$ cat config.mk
export PLATFORM = sky130hd
export DESIGN_NAME = bus_irq_hub
export DESIGN_NICKNAME = d
export VERILOG_FILES = /design/src/rtl/bus_irq_pkg.sv /design/src/rtl/irq_status_reg.sv /design/src/rtl/irq_scratch_bank.sv /design/src/rtl/irq_line.sv /design/src/rtl/bus_irq_hub.sv
export SDC_FILE = /design/constraint.sdc
export NUM_CORES = 1
export LEC_CHECK = 0
export BUFFER_PORTS_ARGS = -buffer_cell sky130_fd_sc_hd__buf_2
export CAP_MARGIN = 20
export CORE_ASPECT_RATIO = 1.1
export CORE_MARGIN = 2
export CORE_UTILIZATION = 61
export DETAILED_ROUTE_END_ITERATION = 12
export GPL_ROUTABILITY_DRIVEN = 0
export PLACE_DENSITY = 0.79
export SLEW_MARGIN = 20
export SYNTH_ARGS = -nofsm -noshare
export SYNTH_HDL_FRONTEND = slang
export SYNTH_HIERARCHICAL = 1
export SYNTH_SLANG_ARGS = --single-unit
$ cat constraint.sdc
create_clock -name clk -period 3.05 [get_ports clk]
set_input_delay 0.305 -clock clk [delete_from_list [all_inputs] [get_ports clk]]
set_output_delay 0.305 -clock clk [all_outputs]
set_load 0.05 [all_outputs]
$ cat src/rtl/bus_irq_pkg.sv
package bus_irq_pkg;
   // register offsets (byte addresses inside the block's window)
   localparam logic [15:0] OFS_STAT     = 16'h0100;
   localparam logic [15:0] OFS_GSTAT    = 16'h0104;
   localparam logic [15:0] OFS_EN       = 16'h0140;
   localparam logic [15:0] OFS_MASK2    = 16'h0144;
   localparam logic [15:0] OFS_TRIG0    = 16'h0150;
   localparam logic [15:0] OFS_SCR0     = 16'h0154;
   localparam logic [15:0] OFS_TRIG1    = 16'h0170;
   localparam logic [15:0] OFS_SCR1     = 16'h0174;
   localparam int unsigned SCR_WORDS    = 4;

   typedef enum logic [0:0] {
      VAR_DUAL = 1'b0,
      VAR_GPIO = 1'b1
   } hub_variant_e;
endpackage

$ cat src/rtl/irq_status_reg.sv
module irq_status_reg #(
   parameter int unsigned W = 8
) (
   input  logic         clk,
   input  logic         rst_n,
   input  logic [W-1:0] set_i,
   input  logic [W-1:0] clr_i,
   output logic [W-1:0] stat_o
);
   initial begin
      if (W < 1) $error("irq_status_reg: W must be at least 1");
   end

   logic [W-1:0] stat_q;

   always_ff @(posedge clk or negedge rst_n) begin
      if (!rst_n) stat_q <= '0;
      else        stat_q <= (stat_q & ~clr_i) | set_i;
   end

   assign stat_o = stat_q;

   AST_EVT_WINS: assert property (@(posedge clk) disable iff (!rst_n)
      (set_i != '0) |=> ((stat_q & $past(set_i)) == $past(set_i)))
      else $error("event lost");

   AST_W1C_CLEARS: assert property (@(posedge clk) disable iff (!rst_n)
      ((clr_i & ~set_i) != '0) |=> ((stat_q & $past(clr_i & ~set_i)) == '0))
      else $error("clear ignored");
endmodule

$ cat src/rtl/irq_scratch_bank.sv
module irq_scratch_bank #(
   parameter int unsigned DW    = 32,
   parameter int unsigned WORDS = 4
) (
   input  logic                     clk,
   input  logic                     rst_n,
   input  logic                     wr_i,
   input  logic [$clog2(WORDS)-1:0] idx_i,
   input  logic [DW-1:0]            wdata_i,
   output logic [DW-1:0]            rdata_o
);
   localparam int unsigned IW = $clog2(WORDS);

   initial begin
      if (WORDS < 2) $error("irq_scratch_bank: WORDS must be at least 2");
   end

   logic [DW-1:0] word_q [WORDS];

   for (genvar g = 0; g < WORDS; g++) begin : g_word
      always_ff @(posedge clk or negedge rst_n) begin
         if (!rst_n)                           word_q[g] <= '0;
         else if (wr_i && idx_i == IW'(g))     word_q[g] <= wdata_i;
      end
   end

   assign rdata_o = word_q[idx_i];
endmodule

$ cat src/rtl/irq_line.sv
module irq_line #(
   parameter int unsigned W = 8
) (
   input  logic         clk,
   input  logic         rst_n,
   input  logic [W-1:0] pend_i,
   input  logic [W-1:0] en_i,
   output logic         line_o
);
   logic line_q;

   always_ff @(posedge clk or negedge rst_n) begin
      if (!rst_n) line_q <= 1'b0;
      else        line_q <= |(pend_i & en_i);
   end

   assign line_o = line_q;
endmodule

$ cat src/rtl/bus_irq_hub.sv
module bus_irq_hub
   import bus_irq_pkg::*;
#(
   parameter int unsigned  ADDR_W  = 12,
   parameter int unsigned  DATA_W  = 32,
   parameter int unsigned  N_HW    = 8,
   parameter int unsigned  N_GPIO  = 4,
   parameter hub_variant_e VARIANT = VAR_DUAL
) (
   input  logic              clk,
   input  logic              rst_n,
   input  logic              wr_en_i,
   input  logic [ADDR_W-1:0] addr_i,
   input  logic [DATA_W-1:0] wdata_i,
   output logic [DATA_W-1:0] rdata_o,
   input  logic [N_HW-1:0]   hw_evt_i,
   input  logic [N_GPIO-1:0] gpio_evt_i,
   output logic              irq_o,
   output logic              irq_nrh_o
);
   localparam int unsigned SW   = N_HW + 2;
   localparam int unsigned U0   = N_HW;
   localparam int unsigned U1   = N_HW + 1;
   localparam int unsigned SIW  = $clog2(SCR_WORDS);
   localparam int unsigned LW   = SW + N_GPIO;

   initial begin
      if (ADDR_W > 16 || ADDR_W < 10) $error("bus_irq_hub: ADDR_W must be 10..16");
      if (SW > DATA_W)                $error("bus_irq_hub: status does not fit data width");
      if (N_GPIO > DATA_W || N_GPIO < 1) $error("bus_irq_hub: bad N_GPIO");
      if (DATA_W < 32)                $error("bus_irq_hub: scratch words need 32 bits");
   end

   // ---------------- decode ----------------
   logic [15:0] a16;
   assign a16 = 16'(addr_i);

   logic hit_stat, hit_gstat, hit_en, hit_m2, hit_t0, hit_t1;
   assign hit_stat  = (a16 == OFS_STAT);
   assign hit_gstat = (a16 == OFS_GSTAT);
   assign hit_en    = (a16 == OFS_EN);
   assign hit_m2    = (a16 == OFS_MASK2);
   assign hit_t0    = (a16 == OFS_TRIG0);
   assign hit_t1    = (a16 == OFS_TRIG1);

   logic [15:0] off0, off1;
   logic        hit_s0, hit_s1;
   assign off0   = a16 - OFS_SCR0;
   assign off1   = a16 - OFS_SCR1;
   assign hit_s0 = (off0 < 16'(4 * SCR_WORDS)) && (off0[1:0] == 2'b00);
   assign hit_s1 = (off1 < 16'(4 * SCR_WORDS)) && (off1[1:0] == 2'b00);

   // ---------------- main status ----------------
   logic [SW-1:0] stat, stat_set, stat_clr;
   assign stat_set = {wr_en_i && hit_t1, wr_en_i && hit_t0, hw_evt_i};
   assign stat_clr = (wr_en_i && hit_stat) ? wdata_i[SW-1:0] : '0;

   irq_status_reg #(.W(SW)) u_stat (
      .clk(clk), .rst_n(rst_n),
      .set_i(stat_set), .clr_i(stat_clr), .stat_o(stat)
   );

   // ---------------- normal enable ----------------
   logic [SW-1:0] en_q;
   always_ff @(posedge clk or negedge rst_n) begin
      if (!rst_n)                  en_q <= '0;
      else if (wr_en_i && hit_en)  en_q <= wdata_i[SW-1:0];
   end

   // ---------------- variant-specific registers ----------------
   logic [N_GPIO-1:0] gstat, gen;
   logic [SW-1:0]     mask2;

   if (VARIANT == VAR_GPIO) begin : g_gpio
      logic [N_GPIO-1:0] gclr;
      logic [N_GPIO-1:0] gen_q;
      assign gclr = (wr_en_i && hit_gstat) ? wdata_i[N_GPIO-1:0] : '0;

      irq_status_reg #(.W(N_GPIO)) u_gstat (
         .clk(clk), .rst_n(rst_n),
         .set_i(gpio_evt_i), .clr_i(gclr), .stat_o(gstat)
      );

      always_ff @(posedge clk or negedge rst_n) begin
         if (!rst_n)                  gen_q <= '0;
         else if (wr_en_i && hit_m2)  gen_q <= wdata_i[N_GPIO-1:0];
      end
      assign gen   = gen_q;
      assign mask2 = '0;
   end else begin : g_dual
      logic [SW-1:0] m2_q;
      always_ff @(posedge clk or negedge rst_n) begin
         if (!rst_n)                  m2_q <= '0;
         else if (wr_en_i && hit_m2)  m2_q <= wdata_i[SW-1:0] & ~(SW'(1) << U1);
      end
      assign mask2 = m2_q;
      assign gstat = '0;
      assign gen   = '0;
   end

   // ---------------- scratch banks ----------------
   logic [DATA_W-1:0] scr_rd [2];
   logic [SIW-1:0]    scr_idx [2];
   logic              scr_hit [2];
   assign scr_idx[0] = off0[SIW+1:2];
   assign scr_idx[1] = off1[SIW+1:2];
   assign scr_hit[0] = hit_s0;
   assign scr_hit[1] = hit_s1;

   for (genvar b = 0; b < 2; b++) begin : g_scr
      irq_scratch_bank #(.DW(DATA_W), .WORDS(SCR_WORDS)) u_bank (
         .clk(clk), .rst_n(rst_n),
         .wr_i(wr_en_i && scr_hit[b]), .idx_i(scr_idx[b]),
         .wdata_i(wdata_i), .rdata_o(scr_rd[b])
      );
   end

   // ---------------- output lines ----------------
   irq_line #(.W(LW)) u_line_norm (
      .clk(clk), .rst_n(rst_n),
      .pend_i({gstat, stat}), .en_i({gen, en_q}), .line_o(irq_o)
   );

   irq_line #(.W(SW)) u_line_nrh (
      .clk(clk), .rst_n(rst_n),
      .pend_i(stat), .en_i(mask2), .line_o(irq_nrh_o)
   );

   // ---------------- read mux ----------------
   always_comb begin
      rdata_o = '0;
      if (hit_stat)                                rdata_o = DATA_W'(stat);
      else if (hit_en)                             rdata_o = DATA_W'(en_q);
      else if (hit_gstat && VARIANT == VAR_GPIO)   rdata_o = DATA_W'(gstat);
      else if (hit_m2 && VARIANT == VAR_GPIO)      rdata_o = DATA_W'(gen);
      else if (hit_m2)                             rdata_o = DATA_W'(mask2);
      else if (hit_s0)                             rdata_o = scr_rd[0];
      else if (hit_s1)                             rdata_o = scr_rd[1];
   end

   // ---------------- assertions ----------------
   AST_TRIG0_SETS: assert property (@(posedge clk) disable iff (!rst_n)
      (wr_en_i && hit_t0) |=> stat[U0])
      else $error("USER0 trigger missed");

   AST_TRIG1_SETS: assert property (@(posedge clk) disable iff (!rst_n)
      (wr_en_i && hit_t1) |=> stat[U1])
      else $error("USER1 trigger missed");

   AST_IDLE_LOW: assert property (@(posedge clk) disable iff (!rst_n)
      (stat == '0 && gstat == '0) |=> !irq_o)
      else $error("normal line high with nothing pending");

   AST_NRH_NO_USER1: assert property (@(posedge clk) disable iff (!rst_n)
      (stat == (SW'(1) << U1)) |=> !irq_nrh_o)
      else $error("USER1 reached second line");

   AST_TRIG_READ_ZERO: assert property (@(posedge clk) disable iff (!rst_n)
      (hit_t0 || hit_t1) |-> (rdata_o == '0))
      else $error("trigger read nonzero");
endmodule

# Word-level counts from Yosys, hierarchy flattened
# Index checks and enable logic that the tools add are counted.
# totals
output_inout_bits	34
ram_bits	0
mem_count	0
rom_bits	0
elab_cells	72
regBits	287
latch_bits	0
input_bits	59
# op_classes
add_sub_neg	2
n_eq_ne	11
bitwise_logic	7
muxes	12
n_mul	0
magnitude_cmp	4
div_mod_pow	0
shift	0
n_reduce_logical	23
# ops
cell	n
$mux 32	9
$bmux 32 s2	2
$eq 12x9->1 const B	5
$lt 16x5->1 const B	2
$sub 12x9->13 const B	2
$and 10x10->10	2
$logic_and 1x1->1	17
$reduce_or 14->1	1
$and 10x9->10	1
$mux 10	1
$not 10->10	1
$or 10x10->10	1
$reduce_or 10->1	1
$eq 2x2->1 const B	4
$logic_not 2->1	4
$ge 3x3->1 const B	2
$not 2->3	2
$eq 2x1->1 const B	2

# Logic depth before layout (Yosys ltp)
# Gate-level depths: netlist (run 1).
# logic_depth
word_depth	10
mapped_depth	11
depth_no_buf	9

# Cells and area by module
# Netlist (run 1), hierarchy kept.
# modules_own_cells
module	seq_area_each_um2	cells_per_inst	area_per_inst_um2	instances
irq_scratch_bank	3203.1	312	5544.1	2
bus_irq_hub	475.5	205	1838.0	1
irq_status_reg	250.2	30	362.8	1
irq_line at u_line_norm	25.0	10	98.8	1
irq_line at u_line_nrh	25.0	7	77.6	1

# Worst setup path before layout (run 1)
# OpenSTA, ideal clock, no wires.
# synth_path
kind	in2reg
startpoint	in addr_i[2]
endpoint	reg g_scr[0].u_bank/word_q[106] (netlist name)
path_buffers	2
setup_time_ns	0.125
required_ns	2.925
stages	11
t_arrival_ns	3.047
slack_ns	-0.122
path_cell_list	inv_1 -> ha_1 -> and2b_1 -> o21ai_0 -> or3_1 -> nor4_2 -> buf_2 -> and2_1 -> nor3b_4 -> buf_4 -> mux2_2
# synth_between
elab_chain_cells	5
word_cells_on_any_way	6
cone_classes	1 x add/sub; 1 x order compare; 4 x reduce/logical
# synth_lines
element	line	rtl
from (decl)	bus_irq_hub.sv:13	input logic [ADDR_W-1:0] addr_i,
$sub 12x9->13 *	bus_irq_hub.sv:48	assign off0 = a16 - OFS_SCR0;
$lt 16x5->1	bus_irq_hub.sv:50	assign hit_s0 = (off0 < 16'(4 * SCR_WORDS)) && (off0[1:0] == 2'b00);
$logic_and 1x1->1	bus_irq_hub.sv:50	
$logic_and 1x1->1	bus_irq_hub.sv:113	.wr_i(wr_en_i && scr_hit[b]), .idx_i(scr_idx[b]),
$logic_and 1x1->1 *	irq_scratch_bank.sv:23	else if (wr_i && idx_i == IW'(g)) word_q[g] <= wdata_i;
to (signal, indexed assignment)	irq_scratch_bank.sv:23	
to (decl)	irq_scratch_bank.sv:18	logic [DW-1:0] word_q [WORDS];
# Mark *: on every way between the ends. The rest lies on a longest branch, timed or not.
# A chain may end at the register's enable or synchronous reset.

# Worst setup path in the final report (run 1)
# layout_path
startpoint	in addr_i[2]
endpoint	out rdata_o[18]
# layout_between
word_cells_on_any_way	22
cone_classes	2 x add/sub; 2 x order compare; 3 x eq/ne; 11 x mux; 2 x bitwise; 2 x reduce/logical
# layout_rtl
element	line	rtl
$sub 12x9->13 *	bus_irq_hub.sv:48	
named net off0[2]	bus_irq_hub.sv:46	logic [15:0] off0, off1;
branches (longest 4 deep; another with $lt 16x5->1)	-	
$mux 32 *	bus_irq_hub.sv:137	else if (hit_s0) rdata_o = scr_rd[0];
$mux 32 *	bus_irq_hub.sv:136	else if (hit_m2) rdata_o = DATA_W'(mask2);
$mux 32 *	bus_irq_hub.sv:133	else if (hit_en) rdata_o = DATA_W'(en_q);
$mux 32 *	bus_irq_hub.sv:132	if (hit_stat) rdata_o = DATA_W'(stat);
to (decl)	bus_irq_hub.sv:15	output logic [DATA_W-1:0] rdata_o,
# Mark *: on every way through the listed nets, which the timed path passes. The select of a mux whose other input is x is not followed.

==> impl_metrics.json, run 1 <==
{
  "outcome": "finished clean",
  "synth-async-reset-ratio_pct": 100,
  "ys_warn_count": 6,
  "first_iter_violations": 427,
  "worstSetupPathType": "in2out",
  "gr-total-overflow": 0,
  "place_area_um2": 14600,
  "htreeDepth": 1,
  "fin_nets": 1070,
  "die_w_um": 146,
  "synthTopCellsByCount": "dfrtp_1, mux2_2, mux4_2",
  "endpoint": "rdata_o[18]",
  "grt_use_total_pct": 26.4,
  "final_area_um2": 15700,
  "drive_above_1_share_pct": 53.3,
  "cp-end-kind": "output port",
  "via_per_inst": 6.24,
  "arrival_ns": 2.64,
  "drc": 0,
  "dieArea_um2": 23300,
  "worstSetupStartpointType": "input port",
  "insertion_delay_ns": 0.56,
  "regToRegSetupSlack_ns": 1.84,
  "cp-startpoint": "addr_i[2]",
  "seq_area_frac_synth_pct": 53.3,
  "fin_skew_ns": 0.0127,
  "p_leak_nw": 7.83,
  "first_global_vias": 8836,
  "start_util_pct": 61.5,
  "routed_wl_mm": 29.8,
  "first_pass_iters": 6,
  "synth_most_common_cell": "dfrtp_1",
  "worstMarginPinSlew_ns": 0.685,
  "postRouteAntennaNets": 0,
  "synth-seq-cells": 287,
  "ys.flop_type": "dfrtp_1",
  "synthesis.area_um2": 13500,
  "final_max_slew_viol_count": 0,
  "synth_cell_types": 61,
  "netlist_top_cells_area": "dfrtp_1, mux2_2, mux4_2",
  "setup_viol": 0,
  "cts_sinks": 287,
  "clk_path_buf_depth": 3,
  "antenna_found_initial": 2,
  "r2r_cells": 3,
  "finalSetupTns_ns": 0,
  "slew_headroom_pct": 54.0,
  "rsz0062_at_grt": "no",
  "cts.reportedPaths.clkPinSlew_ns": 0.06,
  "rows": 57,
  "cts-buffers-inserted": 30,
  "cap_violations": 0,
  "grt_pass1_wl_mm": 48.4,
  "die_y_um": 160,
  "regArea_um2": 7180,
  "dp_hpwl_mm": 18.6,
  "final-hold-violation-count": 0,
  "io_pins": 93,
  "cp_data_required_time_ns": 2.74,
  "port_buffers": 88,
  "cts_tree": "built",
  "synth_edf_count": 0,
  "core_um2": 21900,
  "avgSynthCellArea_um2": 15.4,
  "root_buffer": "clkbuf_16",
  "multi_input_area_um2": 5970,
  "vias": 8279,
  "r2r-start": "u_stat/stat_o[7]",
  "worstReg2RegEnd": "u_line_nrh/line_o",
  "fin_crit_sh_pct": 96.5,
  "ir_drop_v": 0.000443,
  "netlist.area_leader.share_pct": 53.3,
  "worstPathMaxFanout": 12,
  "synth_cells": 876,
  "grt_max_degree": 84,
  "hold_class": "in2reg",
  "p_per_area_nw_per_um2": 505,
  "synth_top_area_cell": "dfrtp_1",
  "wl_per_cell_um": 22.5,
  "nFillCells": 1436,
  "area_delta_synth_final_pct": 16.7,
  "post-route-min-period_ns": 2.94,
  "timing.fmax_mhz": 340
}
[cell type report]
type	count	area share, %
clock buffer	42	5.57
multi-input combinational	524	38.0
sequential	287	45.7
antenna	1	0.0159
inverter	18	0.454
timing repair buffer	147	7.04
clock inverter	13	0.852
tap	295	2.35
[worst min-delay path by stage]
stage / from / end / slack, ns / depth (start not counted)
after floorplan: rst_n / en_q[0] / 0.009 / 0
final: wdata_i[14] / g_scr[1].u_bank/word_q[14] / 0.07 / 2
after detailed placement: rst_n / g_scr[1].u_bank/word_q[1] / 0.35 / 1
after global placement: rst_n / u_stat/stat_o[3] / 0.36 / 1
after global routing: wdata_i[14] / g_scr[1].u_bank/word_q[78] / 0.06 / 2
after CTS: wdata_i[14] / g_scr[1].u_bank/word_q[14] / 0.06 / 2
[layout by cell type (no fill, tap or decap), types with 10 or more instances in the layout]
cell type and n:
dfrtp_1 287, mux2_2 267, buf_2 86, mux4_2 64, buf_4 35, clkbuf_16 30
a22o_1 24, inv_1 16, buf_12 15, nand2_1 13, a21o_1 12, a22oi_1 11
and3_1 11, nor2_1 10
[metal layers]
| layer | up-vias | routed length, µm | track usage, % |
|---|---|---|---|
| met4 | 2 | 657 | 8.07 |
| met1 | 4385 | 12900 | 36.0 |
| met2 | 217 | 15000 | 44.3 |
| met5 | - | 13 | 0 |
| li1 | 3620 | - | - |
| met3 | 55 | 1330 | 4.23 |
[where the power goes]
group | switching [mW] | internal (mW) | total [mW]
registers | 0.00889 | 3.83 | 3.83
clock network | 1.50 | 2.17 | 3.67
logic | 0.276 | 0.158 | 0.434
[cell families (layout without fill, tap and decap cells)]
family	Yosys count	in the layout	share of synthesized area, %
multiplexers	341	341	33.9
flip-flops	287	287	53.3
AO/OA/AOI/OAI	87	87	5.21
AND/OR/NAND/NOR	84	84	4.41
buffers and inverters	73	220	2.88
adder cells (fa/ha/maj)	3	3	0.279
other	1	10	0.0278
[worst max-delay path, cell delays in order]
cell	delay, ns
buf_2	0.12
inv_4	0.04
ha_2	0.18
and2b_2	0.25
o21ai_0	0.12
or3_4	0.41
nor4_4	0.36
buf_4	0.22
buf_12	0.16
a22o_1	0.20
buf_2	0.28
[timing repair]
action                                  CTS  global route
resized for setup                         0             1
endpoints found under the setup margin    0             1
hold buffers                              9             0
setup buffers                             0             0
hold endpoints to repair                 86             0
[through the flow]
| stage | setup WS (ns) | utilization (%) | std cells | power [mW] | hold WS, ns |
|---|---|---|---|---|---|
| 2_1_floorplan | 0.0320 | - | 884 | 4.10 | 0.00941 |
| 3_3_place_gp | 0.0732 | 66.7 | 1262 | 4.33 | 0.357 |
| 3_5_place_dp | 0.0406 | 66.7 | 1262 | 4.33 | 0.346 |
| 4_1_cts | 0.127 | 71.7 | 1326 | 7.99 | 0.0579 |
| 5_1_grt | 0.0162 | 71.8 | 1327 | 8.23 | 0.0603 |
| 6_report | 0.106 | 71.8 | 1327 | 7.94 | 0.0686 |
[flip-flops by register name, indices dropped and copies added, names as in the netlist]
register             cells
u_stat/stat_o           10
g_dual.m2_q              9
u_line_norm/line_o       1
en_q                    10
g_scr.u_bank/word_q    256
u_line_nrh/line_o        1
(Power assumes the default switching activity.)
==> run 2, diff against run 1 <==
--- a/config.mk
+++ b/config.mk
@@ -9,10 +9,10 @@
 export CAP_MARGIN = 20
 export CORE_ASPECT_RATIO = 1.1
 export CORE_MARGIN = 2
-export CORE_UTILIZATION = 61
+export CORE_UTILIZATION = 65
 export DETAILED_ROUTE_END_ITERATION = 12
 export GPL_ROUTABILITY_DRIVEN = 0
-export PLACE_DENSITY = 0.79
+export PLACE_DENSITY_LB_ADDON = 0.3
 export SLEW_MARGIN = 20
 export SYNTH_ARGS = -nofsm -noshare
 export SYNTH_HDL_FRONTEND = slang
==> constraint.sdc (replaced) <==
create_clock -name clk -period 3.8 [get_ports clk]
set_input_delay 0.38 -clock clk [delete_from_list [all_inputs] [get_ports clk]]
set_output_delay 0.38 -clock clk [all_outputs]
set_load 0.05 [all_outputs]
==> run 2 against run 1 <==
Sequential power shrank 20%. Worst setup slack gained 0.27 ns. Utilization grew 2.8 points. Power shrank 23%. Via count shrank 2.2%. Global-route usage grew 1.3 points. Sequential share of layout area grew 1.4 points. Die area shrank 6.0%. First-iteration DRC count grew 10%. Combinational power shrank 25%. Critical path depth shrank 2. Wire length shrank 1.6%. Critical path type unchanged.
==> impl_metrics.json, run 2 (synthesis results as in run 1) <==
{
  "gr-total-overflow": 0,
  "worstMarginPinSlew_ns": 0.680,
  "first_iter_violations": 471,
  "rsz0062_at_grt": "no",
  "drc": 0,
  "final-hold-violation-count": 0,
  "cap_violations": 0,
  "multi_input_area_um2": 5950,
  "arrival_ns": 3.04,
  "cts_sinks": 287,
  "holdPathEnd": "u_stat/stat_o[1]",
  "die_y_um": 155,
  "fin_skew_ns": 0.00491,
  "wl_per_cell_um": 23.3,
  "wl_met1_mm": 12.0,
  "cts_setup_buffers": 0,
  "route.met2.wl_mm": 15.0,
  "cts.reportedPaths.clkPinSlew_ns": 0.07,
  "grt_max_degree": 132,
  "hold_depth": 2,
  "core_um2": 20400,
  "ir_drop_v": 0.000587,
  "power_mw": 6.12,
  "insertion_delay_ns": 0.54,
  "fin_crit_sh_pct": 90.1,
  "regArea_um2": 7180,
  "rows": 55,
  "dp_hpwl_mm": 17.7,
  "final_cell_mix": "dfrtp_1, mux2_2, buf_2",
  "start_util_pct": 65.9,
  "setup_ws_ns": 0.377,
  "p_leak_nw": 7.61,
  "n_antenna_cell": 0,
  "fin_nets": 1042,
  "worst_hold_startpoint": "hw_evt_i[1]",
  "io_pins": 93,
  "first_global_vias": 8693,
  "worstSetupStartpointType": "input port",
  "largest_reg_flops": 256,
  "largest-register": "g_scr.u_bank/word_q",
  "postRouteAntennaNets": 0,
  "final_max_slew_viol_count": 0,
  "post-route-min-period_ns": 3.42,
  "p_per_area_nw_per_um2": 402,
  "first_pass_iters": 6,
  "finalSetupTns_ns": 0,
  "clk_path_buf_depth": 3,
  "vias": 8100,
  "cts-buffers-inserted": 28,
  "maxUsedRoutingLayer": "met4",
  "cp_data_required_time_ns": 3.42,
  "worstSetupPathType": "in2out",
  "root_buffer": "clkbuf_16",
  "drive_above_1_share_pct": 51.9,
  "worstReg2RegEnd": "u_line_nrh/line_o",
  "slew_headroom_pct": 54.3,
  "htreeDepth": 1,
  "r2r_cells": 3,
  "port_buffers": 88,
  "worstPathMaxFanout": 73,
  "ctsHoldBuffers": 0,
  "nFillCells": 1231,
  "cp-end-kind": "output port",
  "via_per_inst": 6.45,
  "hold_class": "in2reg",
  "grt_use_total_pct": 27.7,
  "layout_commonest_cell": "dfrtp_1",
  "routed_wl_mm": 29.3,
  "area_delta_synth_final_pct": 13.2,
  "antenna_found_initial": 0,
  "grt_pass1_wl_mm": 47.2,
  "die_w_um": 141,
  "regToRegSetupSlack_ns": 2.64,
  "cts_resized": 0,
  "timing.fmax_mhz": 292,
  "setup_viol": 0,
  "r2r-start": "u_stat/stat_o[7]",
  "outcome": "finished clean",
  "dieArea_um2": 21900,
  "cts_tree": "built",
  "dr_wl_met3_mm": 1.65,
  "preCtsSetupSlack_ns": 0.364
}
[run 2: how the worst max path moves through the flow]
| stage | startpoint | end | slack (ns) |
|---|---|---|---|
| floorplan | addr_i[2] | g_scr[0].u_bank/word_q[106] | 0.55 |
| global placement | addr_i[2] | rdata_o[3] | 0.39 |
| detailed placement | addr_i[2] | rdata_o[3] | 0.36 |
| CTS | addr_i[2] | rdata_o[30] | 0.37 |
| global route | addr_i[2] | rdata_o[3] | 0.23 |
| finish | addr_i[2] | rdata_o[3] | 0.38 |
[run 2: final cells by class]
class | instances | area share, %
Clock buffer | 42 | 5.48
Clock inverter | 8 | 0.476
Inverter | 18 | 0.468
Multi-Input combinational cell | 524 | 39.1
Sequential cell | 287 | 47.1
Tap cell | 256 | 2.10
Timing Repair Buffer | 121 | 5.30
[run 2: per-layer routing]
metal | up-vias | GRT usage (%)
met5 | - | 0
met4 | 0 | 8.10
met3 | 60 | 4.37
met2 | 232 | 46.9
met1 | 4257 | 37.7
li1 | 3551 | -
[run 2: critical path: stages]
cell and delay, ns:
buf_2 0.15, inv_4 0.08, buf_12 0.46, ha_1 0.26, clkinv_2 0.39, mux4_2 0.35, or3b_2 0.45, a31oi_1 0.19
buf_2 0.30
[run 2: through the flow]
stage / cell area, µm² / cells / hold slack [ns] / utilization, %
after global placement: 14300 / 1204 / 0.463 / 69.9
after CTS: 15200 / 1254 / 0.00735 / 74.4
after detailed placement: 14300 / 1204 / 0.478 / 69.9
after global routing: 15200 / 1256 / 0.0133 / 74.6
after floorplan: 13500 / 884 / 0.0844 / -
final: 15200 / 1256 / 0.0194 / 74.6
[run 2: where the power goes]
group          switching, mW  total [mW]  internal, mW  leakage [nW]
combinational          0.218       0.326         0.108          3.21
clock                   1.14        2.72          1.58         0.439
sequential           0.00732        3.08          3.07          3.96
==> run 3, diff against run 2 <==
--- a/config.mk
+++ b/config.mk
@@ -7,7 +7,7 @@
 export LEC_CHECK = 0
 export BUFFER_PORTS_ARGS = -buffer_cell sky130_fd_sc_hd__buf_2
 export CAP_MARGIN = 20
-export CORE_ASPECT_RATIO = 1.1
+export CORE_ASPECT_RATIO = 1.2
 export CORE_MARGIN = 2
 export CORE_UTILIZATION = 65
 export DETAILED_ROUTE_END_ITERATION = 12
==> run 3 against run 2 <==
Sequential share of layout area is 0.50 points lower. Flip-flop and latch count unchanged. Cell area is 1.1% higher. Register-to-register slack worse by 0.05 ns. Critical path depth up 1. First-iteration DRC count up 12%. Power increased by 5.3%. Critical path type unchanged. Critical endpoint is now rdata_o[9]. Largest power group unchanged. Highest routed layer unchanged.
==> impl_metrics.json, run 3 (synthesis results as in run 1) <==
{
  "outcome": "finished clean",
  "vias": 8230,
  "timing.fmax_mhz": 298,
  "holdPathEnd": "u_stat/stat_o[0]",
  "worstSetupStartpointType": "input port",
  "die_w_um": 135,
  "hold_class": "in2reg",
  "layout_commonest_cell": "dfrtp_1",
  "final_max_slew_viol_count": 0,
  "grt_use_total_pct": 27.9,
  "power_mw": 6.45,
  "clk_path_buf_depth": 3,
  "preCtsSetupSlack_ns": 0.354,
  "worstSetupPathType": "in2out",
  "first_pass_iters": 8,
  "slew_headroom_pct": 53.4,
  "hold_depth": 2,
  "root_buffer": "clkbuf_16",
  "routed_wl_mm": 29.2,
  "insertion_delay_ns": 0.54,
  "arrival_ns": 2.97,
  "wl_per_cell_um": 22.9,
  "cap_violations": 0,
  "worstReg2RegEnd": "u_line_norm/line_o",
  "largest_reg_flops": 256,
  "place_area_um2": 14300,
  "setup_ws_ns": 0.447,
  "p_leak_nw": 7.70,
  "postRouteAntennaNets": 0,
  "fin_nets": 1044,
  "finalSetupTns_ns": 0,
  "rsz0062_at_grt": "no",
  "grt_pass1_wl_mm": 47.3,
  "regToRegSetupSlack_ns": 2.59,
  "drc": 0,
  "drive_above_1_share_pct": 52.7,
  "antenna_found_initial": 1,
  "cts_resized": 0,
  "largest-register": "g_scr.u_bank/word_q",
  "post-route-min-period_ns": 3.35,
  "via_per_inst": 6.47,
  "area_delta_synth_final_pct": 14.4,
  "cp-end-kind": "output port",
  "rows": 57,
  "final-hold-violation-count": 0,
  "r2r_cells": 3,
  "htreeDepth": 1,
  "cts_tree": "built",
  "core_um2": 20300,
  "worstMarginPinSlew_ns": 0.694,
  "cts.reportedPaths.clkPinSlew_ns": 0.06,
  "worstPathMaxFanout": 24,
  "cts_sinks": 287,
  "p_per_area_nw_per_um2": 419,
  "setup_viol": 0,
  "port_buffers": 88,
  "fin_skew_ns": 0.00269,
  "ir_drop_v": 0.000417,
  "fin_crit_sh_pct": 88.2,
  "grt_max_degree": 134,
  "start_util_pct": 66.5,
  "r2r-start": "u_stat/stat_o[3]",
  "holdWs_ns": 0.0168,
  "first_iter_violations": 527,
  "io_pins": 93,
  "cts-buffers-inserted": 30,
  "cp_data_required_time_ns": 3.42,
  "first_global_vias": 8771,
  "final_area_um2": 15400,
  "dieArea_um2": 21900,
  "die_y_um": 162,
  "dp_hpwl_mm": 17.9,
  "final_cell_mix": "dfrtp_1, mux2_2, buf_2",
  "gr-total-overflow": 0,
  "worst_hold_startpoint": "hw_evt_i[0]"
}
run 3: cell types whose count changed in the layout (fill, tap and decap cells not counted), sizes merged:
cell      previous run  this run
clkinv               5        12
bufinv               1         3
inv                 17        18
clkinvlp             3         0
clkbuf              42        41
diode                0         1
run 3: layout make-up:
cell class | count | area, µm²
Fill cell | 1207 | 4850
Tap cell | 265 | 332
Timing Repair Buffer | 121 | 808
Clock buffer | 41 | 893
Clock inverter | 15 | 165
Sequential cell | 287 | 7180
Antenna cell | 1 | 2.50
Multi-Input combinational cell | 524 | 5950
Inverter | 18 | 70.1
run 3: repair_timing:
action,in CTS,in global routing
buffers inserted,0,0
endpoints found under the hold margin,21,0
hold buffers,1,0
run 3: where the power goes:
part / internal, mW / switching (mW)
logic: 0.116 / 0.220
registers: 3.07 / 0.00721
clock network: 1.85 / 1.19
total: 5.03 / 1.41
run 3: how the worst max path moves through the flow:
stage | cells past startpoint | endpoint | start | slack (ns)
final | 10 | rdata_o[9] | addr_i[2] | 0.45
after global routing | 10 | rdata_o[9] | addr_i[3] | 0.27
after CTS | 11 | rdata_o[4] | addr_i[2] | 0.45
after detailed placement | 11 | g_scr[0].u_bank/word_q[98] | addr_i[2] | 0.35
after global placement | 11 | g_scr[0].u_bank/word_q[120] | addr_i[2] | 0.40
after floorplan | 11 | g_scr[0].u_bank/word_q[106] | addr_i[2] | 0.55
run 3: metal layers:
layer	up-vias	routed length [µm]	track usage [%]
li1	3562	-	-
met1	4346	11900	37.7
met2	267	15100	47.7
met3	55	1610	4.37
met4	0	621	7.62
met5	-	0	0
run 3: per-stage QoR:
step	cells	utilization [%]
after global placement	1213	70.6
after floorplan	884	-
after global routing	1271	76.0
after CTS	1270	75.9
final	1272	76.1
after detailed placement	1213	70.6
run 3: worst max-delay path, stage by stage:
cell and delay, ns:
buf_2 0.17, inv_4 0.06, ha_1 0.24, and2b_1 0.32, o21ai_0 0.15, or3_1 0.43, nor4_4 0.25, buf_4 0.42
a221o_1 0.27, buf_2 0.28
